<file path="config.mk">
export PLATFORM = sky130hd
export DESIGN_NAME = lpc_cycle_monitor
export DESIGN_NICKNAME = d
export VERILOG_FILES = /design/src/rtl/lpc_mon_pkg.sv /design/src/rtl/lpc_sync_class.sv /design/src/rtl/lpc_frame_watch.sv /design/src/rtl/lpc_wait_timer.sv /design/src/rtl/lpc_cycle_monitor.sv
export SDC_FILE = /design/constraint.sdc
export NUM_CORES = 1
export LEC_CHECK = 0
export ABC_AREA = 1
export ABC_CLOCK_PERIOD_IN_PS = 5000
export BUFFER_PORTS_ARGS = -buffer_cell sky130_fd_sc_hd__buf_2
export CORE_UTILIZATION = 45
export CTS_CLUSTER_SIZE = 24
export DETAILED_ROUTE_END_ITERATION = 10
export PLACE_DENSITY = 0.68
export REMOVE_ABC_BUFFERS = 1
export SLEW_MARGIN = 5
export SYNTH_ARGS = -nofsm -noshare
export SYNTH_HDL_FRONTEND = slang
export SYNTH_HIERARCHICAL = 1
export SYNTH_SLANG_ARGS = --single-unit
</file>
<file path="constraint.sdc">
create_clock -name clk_i -period 5 [get_ports clk_i]
set_clock_uncertainty 0.2 [all_clocks]
set_input_delay 0.75 -clock clk_i [delete_from_list [all_inputs] [get_ports clk_i]]
set_output_delay 0.75 -clock clk_i [all_outputs]
set_load 0.005 [all_outputs]
</file>
<file path="src/rtl/lpc_mon_pkg.sv">
package lpc_mon_pkg;
  localparam int NIB_W  = 4;
  localparam int DATA_W = 8;
  localparam int ADDR_W = 32;
  localparam int IO_NIBS  = 4;
  localparam int MEM_NIBS = ADDR_W / NIB_W;

  typedef enum logic [2:0] {
    ST_IDLE, ST_START, ST_ADDR, ST_TAR1, ST_SYNC, ST_DATA, ST_TAR2, ST_ABORT
  } mon_state_e;

  typedef enum logic [2:0] {
    WARN_NONE        = 3'd0,
    WARN_TAR         = 3'd1,
    WARN_SYNC_RSVD   = 3'd2,
    WARN_TYPE_RSVD   = 3'd3,
    WARN_ABORT_SHORT = 3'd4,
    WARN_WAIT_TMO    = 3'd5
  } warn_code_e;

  localparam logic [NIB_W-1:0] START_TARGET = 4'h0;
  localparam logic [NIB_W-1:0] START_TPM    = 4'h5;
  localparam logic [NIB_W-1:0] NIB_IDLE     = 4'hF;
  localparam logic [NIB_W-1:0] SYNC_READY   = 4'h0;
  localparam logic [NIB_W-1:0] SYNC_SHORT   = 4'h5;
  localparam logic [NIB_W-1:0] SYNC_LONG    = 4'h6;
  localparam logic [NIB_W-1:0] SYNC_MORE    = 4'h9;
  localparam logic [NIB_W-1:0] SYNC_ERR     = 4'hA;
endpackage

</file>
<file path="src/rtl/lpc_sync_class.sv">
module lpc_sync_class
  import lpc_mon_pkg::*;
(
  input  logic [NIB_W-1:0] nib_i,
  output logic             wait_o,
  output logic             final_o,
  output logic             rsvd_o
);
  always_comb begin
    wait_o  = (nib_i == SYNC_SHORT) || (nib_i == SYNC_LONG);
    final_o = (nib_i == SYNC_READY) || (nib_i == SYNC_MORE) || (nib_i == SYNC_ERR);
    rsvd_o  = !wait_o && !final_o;
  end
endmodule

</file>
<file path="src/rtl/lpc_frame_watch.sv">
module lpc_frame_watch (
  input  logic clk_i,
  input  logic rst_ni,
  input  logic clr_i,
  input  logic frame_ni,
  input  logic in_cycle_i,
  output logic hit_o
);
  logic frame_q;

  always_ff @(posedge clk_i or negedge rst_ni) begin
    if (!rst_ni)    frame_q <= 1'b1;
    else if (clr_i) frame_q <= 1'b1;
    else            frame_q <= frame_ni;
  end

  // second consecutive low sample inside a cycle
  assign hit_o = in_cycle_i && !frame_ni && !frame_q;
endmodule

</file>
<file path="src/rtl/lpc_wait_timer.sv">
module lpc_wait_timer #(
  parameter int LIMIT = 1024
) (
  input  logic clk_i,
  input  logic rst_ni,
  input  logic clr_i,
  input  logic wait_i,
  output logic expire_o
);
  localparam int CW = $clog2(LIMIT + 1);
  localparam logic [CW-1:0] LAST = CW'(LIMIT - 1);

  logic [CW-1:0] cnt_q;

  assign expire_o = wait_i && (cnt_q == LAST);

  always_ff @(posedge clk_i or negedge rst_ni) begin
    if (!rst_ni)                cnt_q <= '0;
    else if (clr_i || !wait_i)  cnt_q <= '0;
    else if (!expire_o)         cnt_q <= cnt_q + 1'b1;
  end
endmodule

</file>
<file path="src/rtl/lpc_cycle_monitor.sv">
module lpc_cycle_monitor
  import lpc_mon_pkg::*;
#(
  parameter int WAIT_LIMIT = 1024
) (
  input  logic        clk_i,
  input  logic        rst_ni,
  input  logic        bus_rst_ni,
  input  logic        frame_ni,
  input  logic [3:0]  lad_i,
  output logic        rec_valid_o,
  output logic        rec_tpm_o,
  output logic        rec_mem_o,
  output logic        rec_write_o,
  output logic [31:0] rec_addr_o,
  output logic [7:0]  rec_data_o,
  output logic [3:0]  rec_sync_o,
  output logic        warn_valid_o,
  output logic [2:0]  warn_code_o,
  output logic        abort_o
);
  localparam logic [2:0] IO_LAST  = 3'(IO_NIBS - 1);
  localparam logic [2:0] MEM_LAST = 3'(MEM_NIBS - 1);

  mon_state_e        state_q;
  logic [2:0]        cnt_q;
  logic [NIB_W-1:0]  start_q;
  logic              tpm_q, mem_q, write_q;
  logic [ADDR_W-1:0] addr_q;
  logic [DATA_W-1:0] data_q;
  logic [NIB_W-1:0]  sync_q;
  logic              rec_q, warn_q, abort_q;
  warn_code_e        code_q;

  logic in_cycle, abort_hit, bus_clr;
  logic sync_wait, sync_final, sync_rsvd, wait_tmo;
  logic tar_bad;

  assign bus_clr  = !bus_rst_ni;
  assign in_cycle = (state_q == ST_ADDR) || (state_q == ST_TAR1) || (state_q == ST_SYNC)
                 || (state_q == ST_DATA) || (state_q == ST_TAR2);
  assign tar_bad  = (lad_i != NIB_IDLE);

  lpc_frame_watch i_frame_watch (
    .clk_i      (clk_i),
    .rst_ni     (rst_ni),
    .clr_i      (bus_clr),
    .frame_ni   (frame_ni),
    .in_cycle_i (in_cycle),
    .hit_o      (abort_hit)
  );

  lpc_sync_class i_sync_class (
    .nib_i   (lad_i),
    .wait_o  (sync_wait),
    .final_o (sync_final),
    .rsvd_o  (sync_rsvd)
  );

  lpc_wait_timer #(.LIMIT(WAIT_LIMIT)) i_wait_timer (
    .clk_i    (clk_i),
    .rst_ni   (rst_ni),
    .clr_i    (bus_clr),
    .wait_i   ((state_q == ST_SYNC) && sync_wait),
    .expire_o (wait_tmo)
  );

  always_ff @(posedge clk_i or negedge rst_ni) begin
    if (!rst_ni) begin
      state_q <= ST_IDLE;
      cnt_q   <= '0;
      start_q <= '0;
      tpm_q   <= 1'b0;
      mem_q   <= 1'b0;
      write_q <= 1'b0;
      addr_q  <= '0;
      data_q  <= '0;
      sync_q  <= '0;
      rec_q   <= 1'b0;
      warn_q  <= 1'b0;
      abort_q <= 1'b0;
      code_q  <= WARN_NONE;
    end else if (bus_clr) begin
      state_q <= ST_IDLE;
      cnt_q   <= '0;
      rec_q   <= 1'b0;
      warn_q  <= 1'b0;
      abort_q <= 1'b0;
      code_q  <= WARN_NONE;
    end else begin
      rec_q   <= 1'b0;
      warn_q  <= 1'b0;
      abort_q <= 1'b0;
      if (abort_hit) begin
        state_q <= ST_ABORT;
        cnt_q   <= '0;
        abort_q <= 1'b1;
      end else begin
        unique case (state_q)
          ST_IDLE: begin
            if (!frame_ni) begin
              state_q <= ST_START;
              start_q <= lad_i;
            end
          end
          ST_START: begin
            if (!frame_ni) begin
              start_q <= lad_i;
            end else if (start_q == START_TARGET || start_q == START_TPM) begin
              tpm_q <= (start_q == START_TPM);
              unique case (lad_i[3:2])
                2'b11: begin
                  warn_q  <= 1'b1;
                  code_q  <= WARN_TYPE_RSVD;
                  state_q <= ST_IDLE;
                end
                2'b10: state_q <= ST_IDLE;
                default: begin
                  mem_q   <= lad_i[2];
                  write_q <= lad_i[1];
                  addr_q  <= '0;
                  cnt_q   <= '0;
                  state_q <= ST_ADDR;
                end
              endcase
            end else begin
              state_q <= ST_IDLE;
            end
          end
          ST_ADDR: begin
            addr_q <= {addr_q[ADDR_W-NIB_W-1:0], lad_i};
            if (cnt_q == (mem_q ? MEM_LAST : IO_LAST)) begin
              cnt_q   <= '0;
              state_q <= write_q ? ST_DATA : ST_TAR1;
            end else begin
              cnt_q <= cnt_q + 1'b1;
            end
          end
          ST_TAR1: begin
            if (tar_bad) begin
              warn_q <= 1'b1;
              code_q <= WARN_TAR;
            end
            if (cnt_q[0]) begin
              cnt_q   <= '0;
              state_q <= ST_SYNC;
            end else begin
              cnt_q <= 3'd1;
            end
          end
          ST_SYNC: begin
            if (sync_wait) begin
              if (wait_tmo) begin
                warn_q  <= 1'b1;
                code_q  <= WARN_WAIT_TMO;
                state_q <= ST_IDLE;
              end
            end else begin
              sync_q <= lad_i;
              if (sync_rsvd) begin
                warn_q <= 1'b1;
                code_q <= WARN_SYNC_RSVD;
              end
              cnt_q   <= '0;
              state_q <= write_q ? ST_TAR2 : ST_DATA;
            end
          end
          ST_DATA: begin
            // low nibble first
            if (!cnt_q[0]) begin
              data_q[NIB_W-1:0] <= lad_i;
              cnt_q <= 3'd1;
            end else begin
              data_q[DATA_W-1:NIB_W] <= lad_i;
              cnt_q   <= '0;
              state_q <= write_q ? ST_TAR1 : ST_TAR2;
            end
          end
          ST_TAR2: begin
            if (tar_bad) begin
              warn_q <= 1'b1;
              code_q <= WARN_TAR;
            end
            if (cnt_q[0]) begin
              cnt_q   <= '0;
              rec_q   <= 1'b1;
              state_q <= ST_IDLE;
            end else begin
              cnt_q <= 3'd1;
            end
          end
          ST_ABORT: begin
            if (frame_ni) begin
              warn_q  <= 1'b1;
              code_q  <= WARN_ABORT_SHORT;
              state_q <= ST_IDLE;
            end else if (cnt_q[0]) begin
              state_q <= ST_IDLE;
            end else begin
              cnt_q <= 3'd1;
            end
          end
          default: state_q <= ST_IDLE;
        endcase
      end
    end
  end

  // sync_final is implied by !sync_wait && !sync_rsvd; kept for clarity of decode
  logic unused_final;
  assign unused_final = sync_final;

  assign rec_valid_o  = rec_q;
  assign rec_tpm_o    = tpm_q;
  assign rec_mem_o    = mem_q;
  assign rec_write_o  = write_q;
  assign rec_addr_o   = addr_q;
  assign rec_data_o   = data_q;
  assign rec_sync_o   = sync_q;
  assign warn_valid_o = warn_q;
  assign warn_code_o  = code_q;
  assign abort_o      = abort_q;
endmodule

</file>
==> flow_metrics.env <==
export IMPL_gr_usage_all_layers_pct=21.40
export IMPL_crit_path_cell_trace="nand2_1 -> nor2_4 -> inv_2 -> nand2_1 -> inv_1 -> nand2_1 -> nor2_1 -> inv_2 -> nand2_4 -> nor3_2 -> nand2_1 -> nand2_4 -> nand3_1 -> o21ai_0"
export IMPL_layout_min_cycle_time_ns=2.979
export IMPL_drcViolationCount=0
export IMPL_syn_area_mm2=0.003857
export IMPL_path_clk_slew_ns=0.09
export IMPL_crit_slowest_cell="dfrtp_1"
export IMPL_critPathMaxFanout=28
export IMPL_crit_path_max_incr_delay_ns=0.72
export IMPL_synth_avg_cell_area_um2=8.404
export IMPL_clk_latency_ns=0.36
export IMPL_setup_violations_final=0
export IMPL_synth_sequential_area_ratio_pct=48.69
export IMPL_die_area_mm2=0.008946
export IMPL_cts_buffers=9
export IMPL_crit_type="register to register"
export IMPL_wl_met3_um=622
export IMPL_start_util_pct=46.71
export IMPL_crit_family="simple AND/OR/NAND/NOR gates"
export IMPL_layout_worst_path_cycle_share_pct=59.58
export IMPL_peakVddDrop_mv=0.3565
export IMPL_ant_nets=0
export IMPL_fin_nets=530
export IMPL_synthesis_instances=459
export IMPL_synth_edff_count=0
export IMPL_vias=3266
export IMPL_globalRouteOverflowTotal=0
export IMPL_antenna_cells=0
export IMPL_first_pass_iters=5
export IMPL_fin_cells=630
export IMPL_hpwl_mm=6.285
export IMPL_fillCellCount=800
export IMPL_pre_cts_slack_ns=1.985
export IMPL_layout_setup_ws_ns=2.021
export IMPL_hp_start="warn_code_o[1]"
export IMPL_ios=61
export IMPL_grt_pass1_vias=3038
export IMPL_cts_htree_levels=3
export IMPL_synthFlopType="dfrtp_1"
export IMPL_avgViaCountPerCell=5.184
export IMPL_area_growth_pct=14.43
export IMPL_cts_buffer_depth=2
export IMPL_drive_gt1_share_pct=24.19
export IMPL_status="finished clean"
export IMPL_io_buffers=60
export IMPL_path_common_cell="nand2_1"
export IMPL_ys_seq_elements=75
export IMPL_maxSlewViolCount=0
export IMPL_layout_common_cells="nand2_1, dfrtp_1, inv_1, buf_2, nand3_1"
export IMPL_whs_ns=0.2762
export IMPL_path_buf_inv=3
export IMPL_post_cts_resized=0
export IMPL_async_flop_share_pct=100.0
export IMPL_rsz0062_at_grt="no"
export IMPL_antenna_found_initial=0
export IMPL_synth_distinct_cells=35
export IMPL_hold_viol_final=0
export IMPL_p_per_area_mw_per_mm2=499.0
export IMPL_cts_setup_buffers=0
export IMPL_met2_length_mm=4.025
export IMPL_drv_cap=0
export IMPL_routedWlPerCell_um=13.87
export IMPL_postCtsHoldBufs=0
export IMPL_die_x_um=94.59
export IMPL_wirelength_mm=8.740
export IMPL_leakagePower_uw=0.002369
export IMPL_clock_fmax_mhz=335.7
export IMPL_grt_max_degree=76
export IMPL_worstMarginPinSlew_ns=0.9341
export IMPL_crit_path_end_kind="register"
export IMPL_yosys_warnings=6
export IMPL_routed_top_layer="met4"
export IMPL_arrival_ns=3.06
export IMPL_die_y_um=94.59
export IMPL_drt_initial_drc_count=240
export IMPL_rrSetupSlack_ns=2.02
export IMPL_required_ns=5.08
export IMPL_hold_path_class="register to register"
export IMPL_gp_congestion=0.9369
export IMPL_r2r_start="state_q[1]"
export IMPL_tns_ns=0
export IMPL_rows=33
export IMPL_startpoint="state_q[1]"
export IMPL_layout_commonest_cell="nand2_1"
export IMPL_drt_met1_wl_mm=3.922
export IMPL_grt_pass1_wl_mm=14.73
export IMPL_slew_headroom_pct=37.73
export IMPL_dp_cells=614
export IMPL_start_kind="register"
export IMPL_numClockSinks=75
export IMPL_clockRootBuffer="clkbuf_8"
export IMPL_tritoncts="yes"
export IMPL_core_area_mm2=0.008258
where the power goes:
part | internal, µW | switching [µW]
Combinational | 303 | 424
Sequential | 809 | 154
Clock | 246 | 266
worst paths after layout:
kind / end / depth (start not counted)
worst max-delay path: rec_addr_o[25] / 14
worst min-delay path: warn_code_o[1] / 2
worst max register to register: rec_addr_o[25] / 14
worst min register to register: warn_code_o[1] / 2
max in group asynchronous: rec_sync_o[1] / 1
min in group asynchronous: i_wait_timer/cnt_q[6] / 1
Yosys cell counts, types with 2 or more instances:
library cell,count,area [µm²]
ha_1,2,25.02
inv_2,8,30.03
inv_1,61,229.0
nand2_1,106,397.9
nand2_4,5,56.30
xor2_1,2,17.52
dfrtp_1,74,1852
buf_4,4,30.03
o211ai_1,2,15.01
o21ai_1,9,45.04
nor3_2,2,20.02
buf_6,5,56.30
nand4_1,4,25.02
o21ai_0,27,135.1
nor2_4,9,101.4
o22ai_1,24,150.1
nor2_1,30,112.6
nand3_2,5,50.05
a21oi_2,3,26.28
nand2_2,8,50.05
nor2_8,2,40.04
a21oi_1,6,30.03
nor2_2,4,25.02
nor3_1,3,15.01
nand3_1,44,220.2
area by class of cell:
class / instances / area (µm²) / area share (%)
well taps: 105 / 131.4 / 2.976
repair buffers: 60 / 302.8 / 6.859
multi-input cells: 304 / 1623 / 36.76
clock buffers: 9 / 123.9 / 2.806
inverters: 70 / 265.3 / 6.009
flip-flops and latches: 75 / 1878 / 42.55
clock inverters: 7 / 90.09 / 2.041
logic make-up (layout without fill, tap and decap cells):
logic type	Yosys count	count (layout)	share of synthesized area, %
AOI/OAI and AO/OA	73	73	10.90
xor gates and xnor gates	3	3	0.6813
adders and majority gates	2	2	0.6486
buffers and inverters	80	146	9.244
DFF	75	75	48.69
and+or+nand+nor	226	226	29.84
worst reg2reg max path, cell delays in order, from the launching register on:
cell and delay [ns]:
dfrtp_1 0.72, nand2_1 0.21, nor2_4 0.18, inv_2 0.07
nand2_1 0.06, inv_1 0.03, nand2_1 0.06, nor2_1 0.09
inv_2 0.12, nand2_4 0.10, nor3_2 0.20, nand2_1 0.30
nand2_4 0.36, nand3_1 0.11, o21ai_0 0.08
state kept, by name, indices dropped and copies added, names as in the netlist:
| name | count |
|---|---|
| abort_o | 1 |
| rec_sync_o | 4 |
| rec_write_o | 1 |
| warn_code_o | 3 |
| i_frame_watch/frame_q | 1 |
| rec_addr_o | 32 |
| rec_tpm_o | 1 |
| rec_data_o | 8 |
| rec_valid_o | 1 |
| start_q | 4 |
| cnt_q | 3 |
| i_wait_timer/cnt_q | 11 |
| state_q | 3 |
| warn_valid_o | 1 |
| rec_mem_o | 1 |
metrics by stage:
step	total power [µW]	util (%)	cell area (µm²)
2_1_floorplan	1385	-	3766
3_3_place_gp	1687	50.86	4200
3_5_place_dp	1697	50.86	4200
4_1_cts	2216	53.45	4414
5_1_grt	2366	53.45	4414
6_report	2203	53.45	4414
layer usage:
metal	track usage (%)	vias to the layer above
met5	0	-
met4	7.702	0
met3	5.717	18
met2	32.85	120
met1	29.13	1524
li1	-	1604
No activity file was read; power rests on OpenSTA's default activity.
